## src/rtl/scan_tap_pkg.sv

```systemverilog
package scan_tap_pkg;

  localparam int IR_W = 3;
  localparam int ID_W = 32;

  localparam logic [IR_W-1:0] IR_IDCODE      = 3'b001;
  localparam logic [IR_W-1:0] IR_CAPTURE_PAT = 3'b001;

  typedef enum logic [3:0] {
    ST_RESET, ST_IDLE,
    ST_SEL_DR, ST_CAP_DR, ST_SH_DR, ST_EX1_DR, ST_PAU_DR, ST_EX2_DR, ST_UPD_DR,
    ST_SEL_IR, ST_CAP_IR, ST_SH_IR, ST_EX1_IR, ST_PAU_IR, ST_EX2_IR, ST_UPD_IR
  } tap_state_e;

  typedef enum logic [1:0] {
    DR_BSR, DR_ID, DR_BYP
  } dr_sel_e;

  function automatic dr_sel_e decode_sel(input logic [IR_W-1:0] op);
    case (op)
      3'b000, 3'b010, 3'b100: decode_sel = DR_BSR;
      3'b001:                 decode_sel = DR_ID;
      default:                decode_sel = DR_BYP;
    endcase
  endfunction

  function automatic logic decode_hiz(input logic [IR_W-1:0] op);
    decode_hiz = (op == 3'b000) || (op == 3'b010);
  endfunction

  function automatic tap_state_e tap_next(input tap_state_e s, input logic m);
    case (s)
      ST_RESET:  tap_next = m ? ST_RESET  : ST_IDLE;
      ST_IDLE:   tap_next = m ? ST_SEL_DR : ST_IDLE;
      ST_SEL_DR: tap_next = m ? ST_SEL_IR : ST_CAP_DR;
      ST_CAP_DR: tap_next = m ? ST_EX1_DR : ST_SH_DR;
      ST_SH_DR:  tap_next = m ? ST_EX1_DR : ST_SH_DR;
      ST_EX1_DR: tap_next = m ? ST_UPD_DR : ST_PAU_DR;
      ST_PAU_DR: tap_next = m ? ST_EX2_DR : ST_PAU_DR;
      ST_EX2_DR: tap_next = m ? ST_UPD_DR : ST_SH_DR;
      ST_UPD_DR: tap_next = m ? ST_SEL_DR : ST_IDLE;
      ST_SEL_IR: tap_next = m ? ST_RESET  : ST_CAP_IR;
      ST_CAP_IR: tap_next = m ? ST_EX1_IR : ST_SH_IR;
      ST_SH_IR:  tap_next = m ? ST_EX1_IR : ST_SH_IR;
      ST_EX1_IR: tap_next = m ? ST_UPD_IR : ST_PAU_IR;
      ST_PAU_IR: tap_next = m ? ST_EX2_IR : ST_PAU_IR;
      ST_EX2_IR: tap_next = m ? ST_UPD_IR : ST_SH_IR;
      ST_UPD_IR: tap_next = m ? ST_SEL_DR : ST_IDLE;
      default:   tap_next = ST_RESET;
    endcase
  endfunction

endpackage

```

## src/rtl/scan_tap_fsm.sv

```systemverilog
module scan_tap_fsm
  import scan_tap_pkg::*;
(
  input  logic       tck,
  input  logic       por_n,
  input  logic       tms,
  output tap_state_e state
);

  always_ff @(posedge tck or negedge por_n) begin
    if (!por_n) state <= ST_RESET;
    else        state <= tap_next(state, tms);
  end

endmodule

```

## src/rtl/scan_tap_ir.sv

```systemverilog
module scan_tap_ir
  import scan_tap_pkg::*;
(
  input  logic            tck,
  input  logic            por_n,
  input  logic            tdi,
  input  tap_state_e      state,
  output logic [IR_W-1:0] ir_q,
  output logic            ir_so
);

  logic [IR_W-1:0] ir_sr;

  // shift stage: capture pattern, then serial shift toward bit 0
  always_ff @(posedge tck or negedge por_n) begin
    if (!por_n) begin
      ir_sr <= IR_CAPTURE_PAT;
    end else begin
      case (state)
        ST_CAP_IR: ir_sr <= IR_CAPTURE_PAT;
        ST_SH_IR:  ir_sr <= {tdi, ir_sr[IR_W-1:1]};
        default:   ir_sr <= ir_sr;
      endcase
    end
  end

  // held instruction: changes only in Test-Logic-Reset and Update-IR
  always_ff @(posedge tck or negedge por_n) begin
    if (!por_n) begin
      ir_q <= IR_IDCODE;
    end else begin
      case (state)
        ST_RESET:  ir_q <= IR_IDCODE;
        ST_UPD_IR: ir_q <= ir_sr;
        default:   ir_q <= ir_q;
      endcase
    end
  end

  assign ir_so = ir_sr[0];

endmodule

```

## src/rtl/scan_tap_dr.sv

```systemverilog
module scan_tap_dr
  import scan_tap_pkg::*;
#(
  parameter int              BSR_W   = 70,
  parameter logic [ID_W-1:0] ID_WORD = 32'h0000_0001
) (
  input  logic             tck,
  input  logic             por_n,
  input  logic             tdi,
  input  tap_state_e       state,
  input  dr_sel_e          sel,
  input  logic [BSR_W-1:0] pin_cap,
  output logic             dr_so
);

  logic             cap_en;
  logic             sh_en;
  logic             byp_q;
  logic [ID_W-1:0]  id_sr;
  logic [BSR_W-1:0] bsr;
  logic [BSR_W-1:0] bsr_nxt;

  assign cap_en = (state == ST_CAP_DR);
  assign sh_en  = (state == ST_SH_DR);

  // one-bit bypass path
  always_ff @(posedge tck or negedge por_n) begin
    if (!por_n)                           byp_q <= 1'b0;
    else if (sel == DR_BYP && cap_en)     byp_q <= 1'b0;
    else if (sel == DR_BYP && sh_en)      byp_q <= tdi;
  end

  // identification word
  always_ff @(posedge tck or negedge por_n) begin
    if (!por_n)                           id_sr <= ID_WORD;
    else if (sel == DR_ID && cap_en)      id_sr <= ID_WORD;
    else if (sel == DR_ID && sh_en)       id_sr <= {tdi, id_sr[ID_W-1:1]};
  end

  // sampling register: serial neighbour per cell
  for (genvar i = 0; i < BSR_W; i++) begin : g_bsr
    if (i == BSR_W - 1) begin : g_head
      assign bsr_nxt[i] = tdi;
    end else begin : g_body
      assign bsr_nxt[i] = bsr[i+1];
    end
  end

  always_ff @(posedge tck or negedge por_n) begin
    if (!por_n)                           bsr <= '0;
    else if (sel == DR_BSR && cap_en)     bsr <= pin_cap;
    else if (sel == DR_BSR && sh_en)      bsr <= bsr_nxt;
  end

  always_comb begin
    case (sel)
      DR_BSR:  dr_so = bsr[0];
      DR_ID:   dr_so = id_sr[0];
      default: dr_so = byp_q;
    endcase
  end

endmodule

```

## src/rtl/scan_tap.sv

```systemverilog
module scan_tap
  import scan_tap_pkg::*;
#(
  parameter int          BSR_W   = 70,
  parameter logic [3:0]  ID_REV  = 4'h2,
  parameter logic [9:0]  ID_CFG  = 10'h0C5,
  parameter logic [5:0]  ID_VEND = 6'h00,
  parameter logic [10:0] ID_MFR  = 11'h04E
) (
  input  logic             tck,
  input  logic             por_n,
  input  logic             tms,
  input  logic             tdi,
  input  logic [BSR_W-1:0] pin_cap,
  output logic             tdo,
  output logic             tdo_oe,
  output logic             out_hiz
);

  localparam logic [ID_W-1:0] ID_WORD = {ID_REV, ID_CFG, ID_VEND, ID_MFR, 1'b1};

  tap_state_e      state;
  logic [IR_W-1:0] ir_q;
  logic            ir_so;
  logic            dr_so;
  dr_sel_e         dr_sel;
  logic            so_mux;
  logic            shifting;
  logic            tdo_q;
  logic            oe_q;

  scan_tap_fsm u_fsm (
    .tck   (tck),
    .por_n (por_n),
    .tms   (tms),
    .state (state)
  );

  scan_tap_ir u_ir (
    .tck   (tck),
    .por_n (por_n),
    .tdi   (tdi),
    .state (state),
    .ir_q  (ir_q),
    .ir_so (ir_so)
  );

  assign dr_sel  = decode_sel(ir_q);
  assign out_hiz = decode_hiz(ir_q);

  scan_tap_dr #(
    .BSR_W   (BSR_W),
    .ID_WORD (ID_WORD)
  ) u_dr (
    .tck     (tck),
    .por_n   (por_n),
    .tdi     (tdi),
    .state   (state),
    .sel     (dr_sel),
    .pin_cap (pin_cap),
    .dr_so   (dr_so)
  );

  assign shifting = (state == ST_SH_IR) || (state == ST_SH_DR);

  always_comb begin
    case (state)
      ST_SH_IR: so_mux = ir_so;
      ST_SH_DR: so_mux = dr_so;
      default:  so_mux = 1'b0;
    endcase
  end

  // serial output retimed to the falling edge
  always_ff @(negedge tck or negedge por_n) begin
    if (!por_n) begin
      tdo_q <= 1'b0;
      oe_q  <= 1'b0;
    end else begin
      tdo_q <= so_mux;
      oe_q  <= shifting;
    end
  end

  assign tdo    = tdo_q;
  assign tdo_oe = oe_q;

endmodule

```

## config.mk

```make
export PLATFORM = sky130hd
export DESIGN_NAME = scan_tap
export DESIGN_NICKNAME = d
export VERILOG_FILES = /design/src/rtl/scan_tap_pkg.sv /design/src/rtl/scan_tap_fsm.sv /design/src/rtl/scan_tap_ir.sv /design/src/rtl/scan_tap_dr.sv /design/src/rtl/scan_tap.sv
export SDC_FILE = /design/constraint.sdc
export NUM_CORES = 1
export LEC_CHECK = 0
export BUFFER_PORTS_ARGS = -buffer_cell sky130_fd_sc_hd__buf_2
export CAP_MARGIN = 0
export CORE_MARGIN = 4
export CORE_UTILIZATION = 35
export DETAILED_ROUTE_END_ITERATION = 10
export PLACE_DENSITY_LB_ADDON = 0.1
export SLEW_MARGIN = 30
export SYNTH_ARGS = -nofsm -noshare
export SYNTH_HDL_FRONTEND = slang
export SYNTH_SLANG_ARGS = --single-unit
```

## constraint.sdc

```tcl
create_clock -name tck -period 2.9 [get_ports tck]
set_input_delay 0.145 -clock tck [delete_from_list [all_inputs] [get_ports tck]]
set_output_delay 0.145 -clock tck [all_outputs]
set_load 0.005 [all_outputs]
```

[Word level (Yosys, flattened, before mapping)]
Cells that the tools add are included.
Widths: inputs -> output; s select.
Storage, ports and cells
  flip-flop bits (word level): 115
  logic and storage cells: 72
  output and inout bits: 3
Operators by class
  reductions and logical operators: 20
  eq/ne operators: 20
  multiplexer cells: 24
Operators with widths (count)
  $mux 70: 2
  $mux 32: 2
  $pmux 4 s12: 1
  $eq 4x4->1 const B: 8
  $eq 4x3->1 const B: 4
  $mux 4: 4
  $pmux 3 s2: 2
  $reduce_bool 2->1: 5
  $eq 4x2->1 const B: 2
  $logic_and 1x1->1: 6
  $mux 2: 3
  $mux 3: 2
  $reduce_or 3->1: 2
  $mux 1: 5
  $eq 4x1->1 const B: 1
  $logic_not 4->1: 1
  $pmux 1 s2: 2
  $pmux 2 s2: 1
  $reduce_or 2->1: 2
  $eq 3x1->1 const B: 1
  $eq 3x2->1 const B: 1
  $eq 3x3->1 const B: 1
  $logic_not 3->1: 1
  $eq 2x1->1 const B: 1
  3 further kinds: 4

[Longest topological paths before layout]
Gate-level depths: netlist (run 1).
  depth after elaboration: 7
  depth in mapped cells: 7
  depth with buffers taken out: 4

[Modules after synthesis]
Synthesis (run 1) repeated with hierarchy kept, for this count alone.
Unflattened totals
  cell total of the unflattened synthesis: 544
  area total of the unflattened synthesis: 5136.2 um^2
Modules (own cells, without submodules)
  scan_tap_dr: area an instance 4428.0 um^2, instances 1, sequential area each 2590.0 um^2, cells each 466
  scan_tap_fsm: area an instance 314.1 um^2, instances 1, sequential area each 100.1 um^2, cells each 37
  scan_tap_ir: area an instance 281.5 um^2, instances 1, sequential area each 152.6 um^2, cells each 29
  scan_tap: area an instance 112.6 um^2, instances 1, sequential area each 50.0 um^2, cells each 12

==> metrics.yaml, run 1 <==
status: "complete, no violations"
post_cts_resize_count: 0
avgSynthCellArea_um2: 9.95
grt_pass1_wl_um: 18500
fin_util_pct: 43.5
ys_types: 38
num_vias: 3808
wire_per_inst_um: 13.5
yosys_warnings: 0
clock_latency_ns: 0.41
synth_cells: 529
synth_seq_cells: 115
port_buffers: 76
maxCapViolCount: 0
p_leak_uw: 0.00286
skew_ns: 0.0251
whs_path_depth: 3
num_antenna_cells: 0
synthTopCellsByArea: "dfrtp_1 48%, mux2i_1 13%, nand2_1 9.3%"
ios: 77
fp.dieW_um: 131
final_cell_mix: "130 x nand2_1, 101 x dfrtp_1, 86 x o21ai_0"
n_fill_cell: 1430
end_kind: "flop"
critical_path.startpoint_type: "flop"
worst-path-stages: 3
path_clk_slew_ns: 0.05
cts_root_buffer: "clkbuf_16"
pwr_density_cell_nw_per_um2: 1070
syn-num-nets: 603
slowest_delay_ns: 0.44
rsz0062_at_grt: "no"
r2r_cells: 3
synth.largest_area_cell: "dfrtp_1"
synthToLayoutAreaGrowth_pct: 21.1
holdBufCountCts: 2
clockBufferDepth: 2
coreArea_um2: 14600
async_reset_ff_share_pct: 100
worst_hold_path_type: "in -> reg"
finalHoldViolCount: 0
drc_errors: 0
worstMarginPinSlew_ns: 0.652
max_slew_margin_pct: 56.5
htreeDepth: 4
grt_pass1_vias: 3735
critical_path_buf_inv_count: 0
grt.total_usage_pct: 13.8
core.rowCount: 44
dp_hpwl_um: 6870
fin_setup_tns_ns: 0
grt_max_degree: 141
drtPass1Iterations: 5
antenna_found_initial: 1
initial_core_util_pct: 35.9
final_layout_size_suffix_gt1_share_pct: 21.7
wirelength_um: 10700
synth.top_cell.area_share_pct: 48.0
nets: 674
synth-edff-count: 0
ant_nets: 0
cts_setup_buffers: 0
numClockSinks: 115
drtIter0Drc: 289
final_common_cell: "nand2_1"
peakVddDrop_uv: 442
via_per_inst: 4.78
worstPathMaxFanout: 6
setup_viol: 0
ys.flop_type: "dfrtp_1"
grt-ovfl-total: 0
cts_tree: "built"
crit_chain: "a21oi_1 -> nor2b_1 -> o41ai_1"
place_congestion: 0.791
syn-cell-area_um2: 5260
slew_viol_final: 0
critPathSlowestCell: "dfrtp_1"
cts_buffers: 17
critPathTopFamily: "compound AO/OA/AOI/OAI gates"
crit_arrival_ns: 1.55
criticalPathCategory: "reg -> reg"
die_y_um: 131
critPathRequiredTime_ns: 1.67
dieArea_um2: 17100
yosysSeqAreaShare_pct: 55.0
flip-flops by register name (all words and copies together), names as in the netlist:
| name | count |
|---|---|
| tdo_oe | 1 |
| tdo | 1 |
| u_ir.ir_q | 3 |
| u_dr.bsr | 70 |
| u_fsm.state | 4 |
| u_ir.ir_sr | 3 |
| u_dr.id_sr | 32 |
| u_dr.byp_q | 1 |
metrics by stage:
stage	cells	power, uW	setup slack [ns]	cell area [um2]	hold slack [ns]
finish	797	6790	0.124	6370	0.0222
global placement	763	4820	0.175	5790	-0.0258
global route	797	7400	0.0195	6370	0.0181
CTS	797	6890	0.124	6370	0.00668
detailed placement	763	4900	0.156	5790	-0.0257
floorplan	529	4360	0.150	5260	-0.151
routing by layer:
| layer | global-route usage (%) | vias to the layer above | share of wire (%) |
|---|---|---|---|
| li1 | - | 1949 | - |
| met1 | 18.2 | 1787 | 48 |
| met2 | 20.0 | 58 | 44 |
| met3 | 5.89 | 12 | 5.7 |
| met4 | 5.63 | 2 | 1.5 |
| met5 | 0 | - | 0.11 |
power breakdown:
| group | switching (uW) | internal, uW | total, uW | leakage, uW |
|---|---|---|---|---|
| sequential | 385 | 2400 | 2780 | 0.00131 |
| clock | 685 | 1260 | 1950 | 0.000275 |
| combinational | 1170 | 895 | 2060 | 0.00127 |
| total | 2240 | 4550 | 6790 | 0.00286 |
worst register-to-register path, cell delays in order (launching register included):
cell and delay, ns:
dfrtp_1 0.44, a21oi_1 0.42, nor2b_1 0.21, o41ai_1 0.09
Yosys cell counts, drive strengths merged, types with 2 or more instances:
master / count
a31oi: 2
or3: 2
dfstp: 12
dfrtn: 2
nor3: 5
nor2b: 3
clkbuf: 12
dfrtp: 101
a211oi: 2
o31ai: 2
nand4: 2
mux2i: 69
a21oi: 11
nand2: 130
inv: 5
o22ai: 3
o21ai: 109
nand3: 2
o211ai: 2
nor2: 16
buf: 26
mux2: 2
area by class of cell:
| cell class | instances | area, um2 | share of cell area [%] |
|---|---|---|---|
| clock buffers | 27 | 503 | 7.89 |
| clock inverters | 5 | 50.0 | 0.786 |
| inverters | 5 | 18.8 | 0.295 |
| multi-input cells | 371 | 2140 | 33.6 |
| flip-flops and latches | 115 | 2890 | 45.4 |
| well taps | 184 | 230 | 3.61 |
| repair buffers | 90 | 534 | 8.39 |
path summary, 6_finish.rpt:
kind                                      from              to  slack, ns
min in group asynchronous                por_n  u_fsm.state[1]       0.10
max in group asynchronous                por_n             tdo       1.28
worst max register to register    u_ir.ir_q[2]             tdo       0.12
worst min register to register  u_dr.id_sr[24]  u_dr.id_sr[24]       0.46
worst max-delay path              u_ir.ir_q[2]             tdo       0.12
worst min-delay path               pin_cap[30]    u_dr.bsr[30]       0.02
cell families (layout without fill, tap and decap cells):
| kind of cell | Yosys count | count (layout) | synth area share [%] |
|---|---|---|---|
| buf+inv | 43 | 127 | 4.54 |
| xor+xnor | 1 | 1 | 0.166 |
| mux | 71 | 71 | 13.6 |
| flops | 115 | 115 | 55.0 |
| simple gates | 164 | 164 | 12.8 |
| compound gates | 135 | 135 | 13.9 |
(Power assumes the default switching activity.)
==> inputs of run 2 (changes only) <==
--- a/config.mk
+++ b/config.mk
@@ -7,10 +7,12 @@
 export LEC_CHECK = 0
 export BUFFER_PORTS_ARGS = -buffer_cell sky130_fd_sc_hd__buf_2
 export CAP_MARGIN = 0
+export CELL_PAD_IN_SITES_DETAIL_PLACEMENT = 1
+export CELL_PAD_IN_SITES_GLOBAL_PLACEMENT = 1
 export CORE_MARGIN = 4
 export CORE_UTILIZATION = 35
 export DETAILED_ROUTE_END_ITERATION = 10
-export PLACE_DENSITY_LB_ADDON = 0.1
+export PLACE_DENSITY = 0.77
 export SLEW_MARGIN = 30
 export SYNTH_ARGS = -nofsm -noshare
 export SYNTH_HDL_FRONTEND = slang
==> metrics.yaml, run 2 (same netlist as run 1, synthesis figures left out) <==
status: "complete, no violations"
final_cell_area_um2: 6450  # +1.3%
cts_buffers: 17  # unchanged
final_common_cell: "nand2_1"
cts_tree: "built"
pwr_density_cell_nw_per_um2: 1120  # +5.5%
via_per_inst: 5.04  # +5.5%
reg_top3: "u_dr.bsr x70, u_dr.id_sr x32, u_fsm.state x4"
drtIter0Drc: 196  # -32%
largest_reg_flops: 70  # unchanged
p_sw_uw: 2390  # +6.8%
max_slew_margin_pct: 54.4  # -2.1 points
crit_chain: "inv_1 -> nor4_1 -> o41ai_2"
p_int_uw: 4870  # +6.9%
wl_met2_um: 6110  # +29%
fp.dieW_um: 131  # unchanged
wl_met1_um: 5440  # +4.5%
detailed_place.area_um2: 5780  # -0.30%
seq_power_share_pct: 38.8  # -2.2 points
port_buffers: 76  # unchanged
place_congestion: 0.842  # +6.4%
worst_hold_path_type: "in -> reg"
synthToLayoutAreaGrowth_pct: 22.7
critPathRequiredTime_ns: 1.67  # about the same
critical_path.startpoint_type: "flop"
numClockSinks: 115  # unchanged
ios: 77  # unchanged
critPathSlowestCell: "dfstp_2"
r2r_cells: 3  # unchanged
fin_setup_tns_ns: 0  # unchanged
wl_met3_um: 508  # -17%
end_kind: "flop"
fin_cells: 797  # unchanged
final_layout_size_suffix_gt1_share_pct: 22.7  # +0.98 points
clockBufferDepth: 2  # unchanged
rsz0062_at_grt: "no"
path_clk_slew_ns: 0.05  # about the same
drtPass1Iterations: 4  # -1
coreArea_um2: 14600  # unchanged
clock_latency_ns: 0.40  # about the same
skew_ns: 0.0254  # +0.000328 ns
maxCapViolCount: 0  # unchanged
top_register: "u_dr.bsr"
highest_layer: "met4"
grt_pass1_vias: 4314  # +16%
pwr-share-comb_pct: 29.6  # -0.8 points
r2r-end: "tdo"
cts_setup_buffers: 0  # unchanged
critPathTopFamily: "flip-flops"
die_y_um: 131  # unchanged
crit_arrival_ns: 1.52  # -0.03 ns
grt-ovfl-total: 0  # unchanged
slew_viol_final: 0  # unchanged
worst-path-stages: 3  # unchanged
p_leak_uw: 0.00289  # +1.2%
dp_cells: 764  # +0.13%
finalHoldViolCount: 0  # unchanged
criticalPathCategory: "reg -> reg"
initial_core_util_pct: 35.9  # unchanged
pwr-share-clk_pct: 31.6  # +2.9 points
dp_hpwl_um: 8040  # +17%
setup_viol: 0  # unchanged
critical_path_buf_inv_count: 1  # +1
r2r_slack_ns: 0.14  # +0.02 ns
nets: 674  # unchanged
r2r_start: "u_ir.ir_q[0]"
drc_errors: 0  # unchanged
wirelength_um: 12200  # +14%
grt_pass1_wl_um: 20600  # +12%
peakVddDrop_uv: 477  # +7.8%
switching_share_pct: 32.9  # about the same
endpoint: "tdo"
worstMarginPinSlew_ns: 0.684  # +0.0319 ns
worstPathMaxFanout: 4  # -2
num_antenna_cells: 0  # unchanged
dieArea_um2: 17100  # unchanged
grt_max_degree: 141  # unchanged
htreeDepth: 4  # unchanged
slowest_delay_ns: 0.58  # +0.14 ns
final_cell_mix: "130 x nand2_1, 101 x dfrtp_1, 86 x o21ai_0"
wire_per_inst_um: 15.3  # +14%
cts_root_buffer: "clkbuf_16"
ant_nets: 0  # unchanged
core.rowCount: 44  # unchanged
grt.total_usage_pct: 15.3  # +1.5 points
antenna_found_initial: 0  # -1
worstSetupStartpoint: "u_ir.ir_q[0]"
num_vias: 4016  # +5.5%
run 2: timing repair:
item	CTS	global route
resized for setup	0	2
endpoints found under the hold margin	32	0
hold buffers	1	0
endpoints found under the setup margin	0	1
run 2: layer usage:
metal  up-vias  global-route usage, %
met2        75                   25.4
met3        15                   5.12
met4         0                   5.44
li1       1958                      -
met5         -                      0
met1      1968                   18.6
run 2: power by group through the flow:
| stage | Combinational [uW] | Clock [uW] | Sequential (uW) |
|---|---|---|---|
| 2_1_floorplan | 1640 | 0 | 2720 |
| 3_3_place_gp | 2000 | 0 | 2780 |
| 3_5_place_dp | 2150 | 0 | 2840 |
| 4_1_cts | 2180 | 2340 | 2830 |
| 5_1_grt | 2500 | 2440 | 2920 |
| 6_report | 2140 | 2290 | 2820 |
run 2: worst min path at each step:
| stage | from | to | slack, ns | depth (start not counted) |
|---|---|---|---|---|
| 6_report | tdi | u_ir.ir_sr[2] | 0.02 | 3 |
| 4_1_cts | tdi | u_ir.ir_sr[2] | 0.0003 | 3 |
| 3_3_place_gp | por_n | u_dr.id_sr[1] | 0.17 | 1 |
| 2_1_floorplan | por_n | u_dr.bsr[0] | -0.15 | 0 |
| 5_1_grt | pin_cap[24] | u_dr.bsr[24] | 0.02 | 3 |
| 3_5_place_dp | por_n | u_dr.id_sr[1] | 0.18 | 1 |
run 2: worst min-delay path, cell delays in order:
cell	delay (ns)
buf_2	0.11
nand2_1	0.05
o21ai_0	0.06
run 2: metrics by stage:
step	utilization (%)	worst slack (ns)	power (uW)	hold slack [ns]
final	44.1	0.142	7260	0.0183
after global routing	44.1	0.0315	7850	0.0204
after global placement	39.4	0.179	4770	0.174
after CTS	44.0	0.0782	7350	0.000297
after detailed placement	39.4	0.116	4980	0.183
after floorplan	-	0.150	4360	-0.151
run 2: layout make-up:
class,instances,area (um2)
multi-input combinational,371,2150
inverter,5,18.8
sequential,115,2890
clock buffer,23,478
tap,184,230
clock inverter,9,175
fill,1676,8190
timing repair buffer,90,507
==> inputs of run 3 (changes only) <==
--- a/config.mk
+++ b/config.mk
@@ -11,6 +11,7 @@
 export CELL_PAD_IN_SITES_GLOBAL_PLACEMENT = 1
 export CORE_MARGIN = 4
 export CORE_UTILIZATION = 35
+export CTS_BUF_LIST = sky130_fd_sc_hd__clkbuf_2 sky130_fd_sc_hd__clkbuf_4 sky130_fd_sc_hd__clkbuf_8
 export DETAILED_ROUTE_END_ITERATION = 10
 export PLACE_DENSITY = 0.77
 export SLEW_MARGIN = 30
==> metrics.yaml, run 3 (same netlist as run 1, synthesis figures left out) <==
status: "complete, no violations"
place_congestion: 0.842  # unchanged
fin_hold_ws_ns: 0.0173  # -0.00100 ns
place_ws_ns: 0.116  # unchanged
wl_met3_um: 423  # -17%
skew_ns: 0.0456  # +0.0202 ns
via_per_inst: 4.98  # -1.2%
drc_errors: 0  # unchanged
fp.dieW_um: 131  # unchanged
r2r-end: "tdo"
worst_hold_path_type: "in -> reg"
pwr-share-clk_pct: 26.1  # -5.5 points
r2r_slack_ns: 0.12  # -0.02 ns
core.rowCount: 44  # unchanged
crit_chain: "inv_1 -> nor4_1 -> o41ai_2"
highest_layer: "met4"
antenna_found_initial: 0  # unchanged
critPathTopFamily: "flip-flops"
grt.total_usage_pct: 15.4  # +0.14 points
critical_path_buf_inv_count: 1  # unchanged
coreArea_um2: 14600  # unchanged
slew_viol_final: 0  # unchanged
top_register: "u_dr.bsr"
synthToLayoutAreaGrowth_pct: 23.8
final_layout_size_suffix_gt1_share_pct: 22.3  # -0.38 points
switching_share_pct: 34.3  # +1.4 points
peakVddDrop_uv: 376  # -21%
whs_path_depth: 3  # unchanged
holdCritStartpoint: "pin_cap[19]"
initial_core_util_pct: 35.9  # unchanged
grt_max_degree: 141  # unchanged
p_leak_uw: 0.00291  # +0.80%
crit_arrival_ns: 1.55  # +0.03 ns
min_to: "u_dr.bsr[19]"
wire_per_inst_um: 15.1  # -1.9%
r2r_start: "u_ir.ir_q[0]"
r2r_cells: 3  # unchanged
grt_pass1_vias: 4428  # +2.6%
grt-ovfl-total: 0  # unchanged
pwr-share-comb_pct: 32.1  # +2.5 points
final_common_cell: "nand2_1"
drtPass1Iterations: 4  # unchanged
die_y_um: 131  # unchanged
dp_hpwl_um: 8040  # unchanged
ios: 77  # unchanged
numClockSinks: 115  # unchanged
p_sw_uw: 2310  # -3.4%
wirelength_um: 12400  # +1.1%
end_kind: "flop"
worstMarginPinSlew_ns: 0.680  # -0.00398 ns
largest_reg_flops: 70  # unchanged
num_vias: 4088  # +1.8%
fin_setup_tns_ns: 0  # unchanged
clock_latency_ns: 0.42  # +0.02 ns
maxCapViolCount: 0  # unchanged
critPathRequiredTime_ns: 1.67  # about the same
max_slew_margin_pct: 54.7  # +0.27 points
wl_met1_um: 5500  # +1.1%
ant_nets: 0  # unchanged
p_int_uw: 4410  # -9.3%
clockBufferDepth: 2  # unchanged
num_antenna_cells: 0  # unchanged
reg_top3: "u_dr.bsr x70, u_dr.id_sr x32, u_fsm.state x4"
htreeDepth: 4  # unchanged
grt_pass1_wl_um: 21000  # +1.8%
fin_util_pct: 44.5  # +0.41 points
critPathSlowestCell: "dfstp_2"
seq_power_share_pct: 41.8  # +3.0 points
setup_viol: 0  # unchanged
final_cell_area_um2: 6520  # +0.93%
path_clk_slew_ns: 0.07  # +0.02 ns
cts_tree: "built"
drtIter0Drc: 229  # +17%
fin_ws_ns: 0.123  # -0.0190 ns
cts_buffers: 17  # unchanged
slowest_delay_ns: 0.59  # about the same
pwr_density_cell_nw_per_um2: 1030  # -8.2%
detailed_place.area_um2: 5780  # unchanged
critical_path.startpoint_type: "flop"
nets: 698  # +3.6%
cts_setup_buffers: 0  # unchanged
wl_met2_um: 6240  # +2.1%
cts_root_buffer: "clkbuf_8"
finalHoldViolCount: 0  # unchanged
rsz0062_at_grt: "no"
port_buffers: 76  # unchanged
criticalPathCategory: "reg -> reg"
dieArea_um2: 17100  # unchanged
worstPathMaxFanout: 4  # unchanged
final_cell_mix: "130 x nand2_1, 101 x dfrtp_1, 86 x o21ai_0"
[run 3: worst max-delay path by stage]
| stage | from | end | slack (ns) | depth (start not counted) |
|---|---|---|---|---|
| final | u_ir.ir_q[0] | tdo | 0.12 | 3 |
| after global routing | u_ir.ir_q[0] | tdo | 0.008 | 3 |
| after CTS | u_ir.ir_q[2] | tdo | 0.04 | 3 |
| after detailed placement | u_ir.ir_q[2] | tdo | 0.12 | 3 |
| after global placement | u_fsm.state[0] | tdo | 0.18 | 3 |
| after floorplan | u_fsm.state[0] | tdo | 0.15 | 3 |
[run 3: tightest hold or removal path: stages]
cell and delay [ns]:
buf_2 0.08, mux2i_1 0.05, o21ai_0 0.14
[run 3: cell type report]
class	count	area (um2)
Clock buffer	23	298
Clock inverter	9	175
Fill cell	1674	8130
Inverter	5	18.8
Multi-Input combinational cell	371	2150
Sequential cell	115	2890
Tap cell	184	230
Timing Repair Buffer	114	747
[run 3: what timing repair did]
action                     in CTS  in global routing
hold endpoints to repair       56                  0
setup endpoints to repair       0                  1
resized for setup               0                  2
hold buffers                   25                  0
[run 3: metal layers]
layer  global-route usage (%)  vias to the layer above
met5                        0                        -
met2                     26.1                       74
met1                     18.8                     1992
met4                     6.17                        0
met3                     4.11                       15
li1                         -                     2007
[run 3: power groups by stage]
| stage | combinational [uW] | sequential (uW) | clock, uW |
|---|---|---|---|
| global route | 2520 | 2910 | 1880 |
| finish | 2160 | 2810 | 1760 |
| CTS | 2180 | 2820 | 1800 |
| detailed placement | 2150 | 2840 | 0 |
| global placement | 2000 | 2780 | 0 |
| floorplan | 1640 | 2720 | 0 |
[run 3: per-stage QoR]
stage                     instances  power [uW]
after floorplan                 529        4360
after global placement          764        4770
after detailed placement        764        4980
after CTS                       821        6800
after global routing            821        7310
final                           821        6720
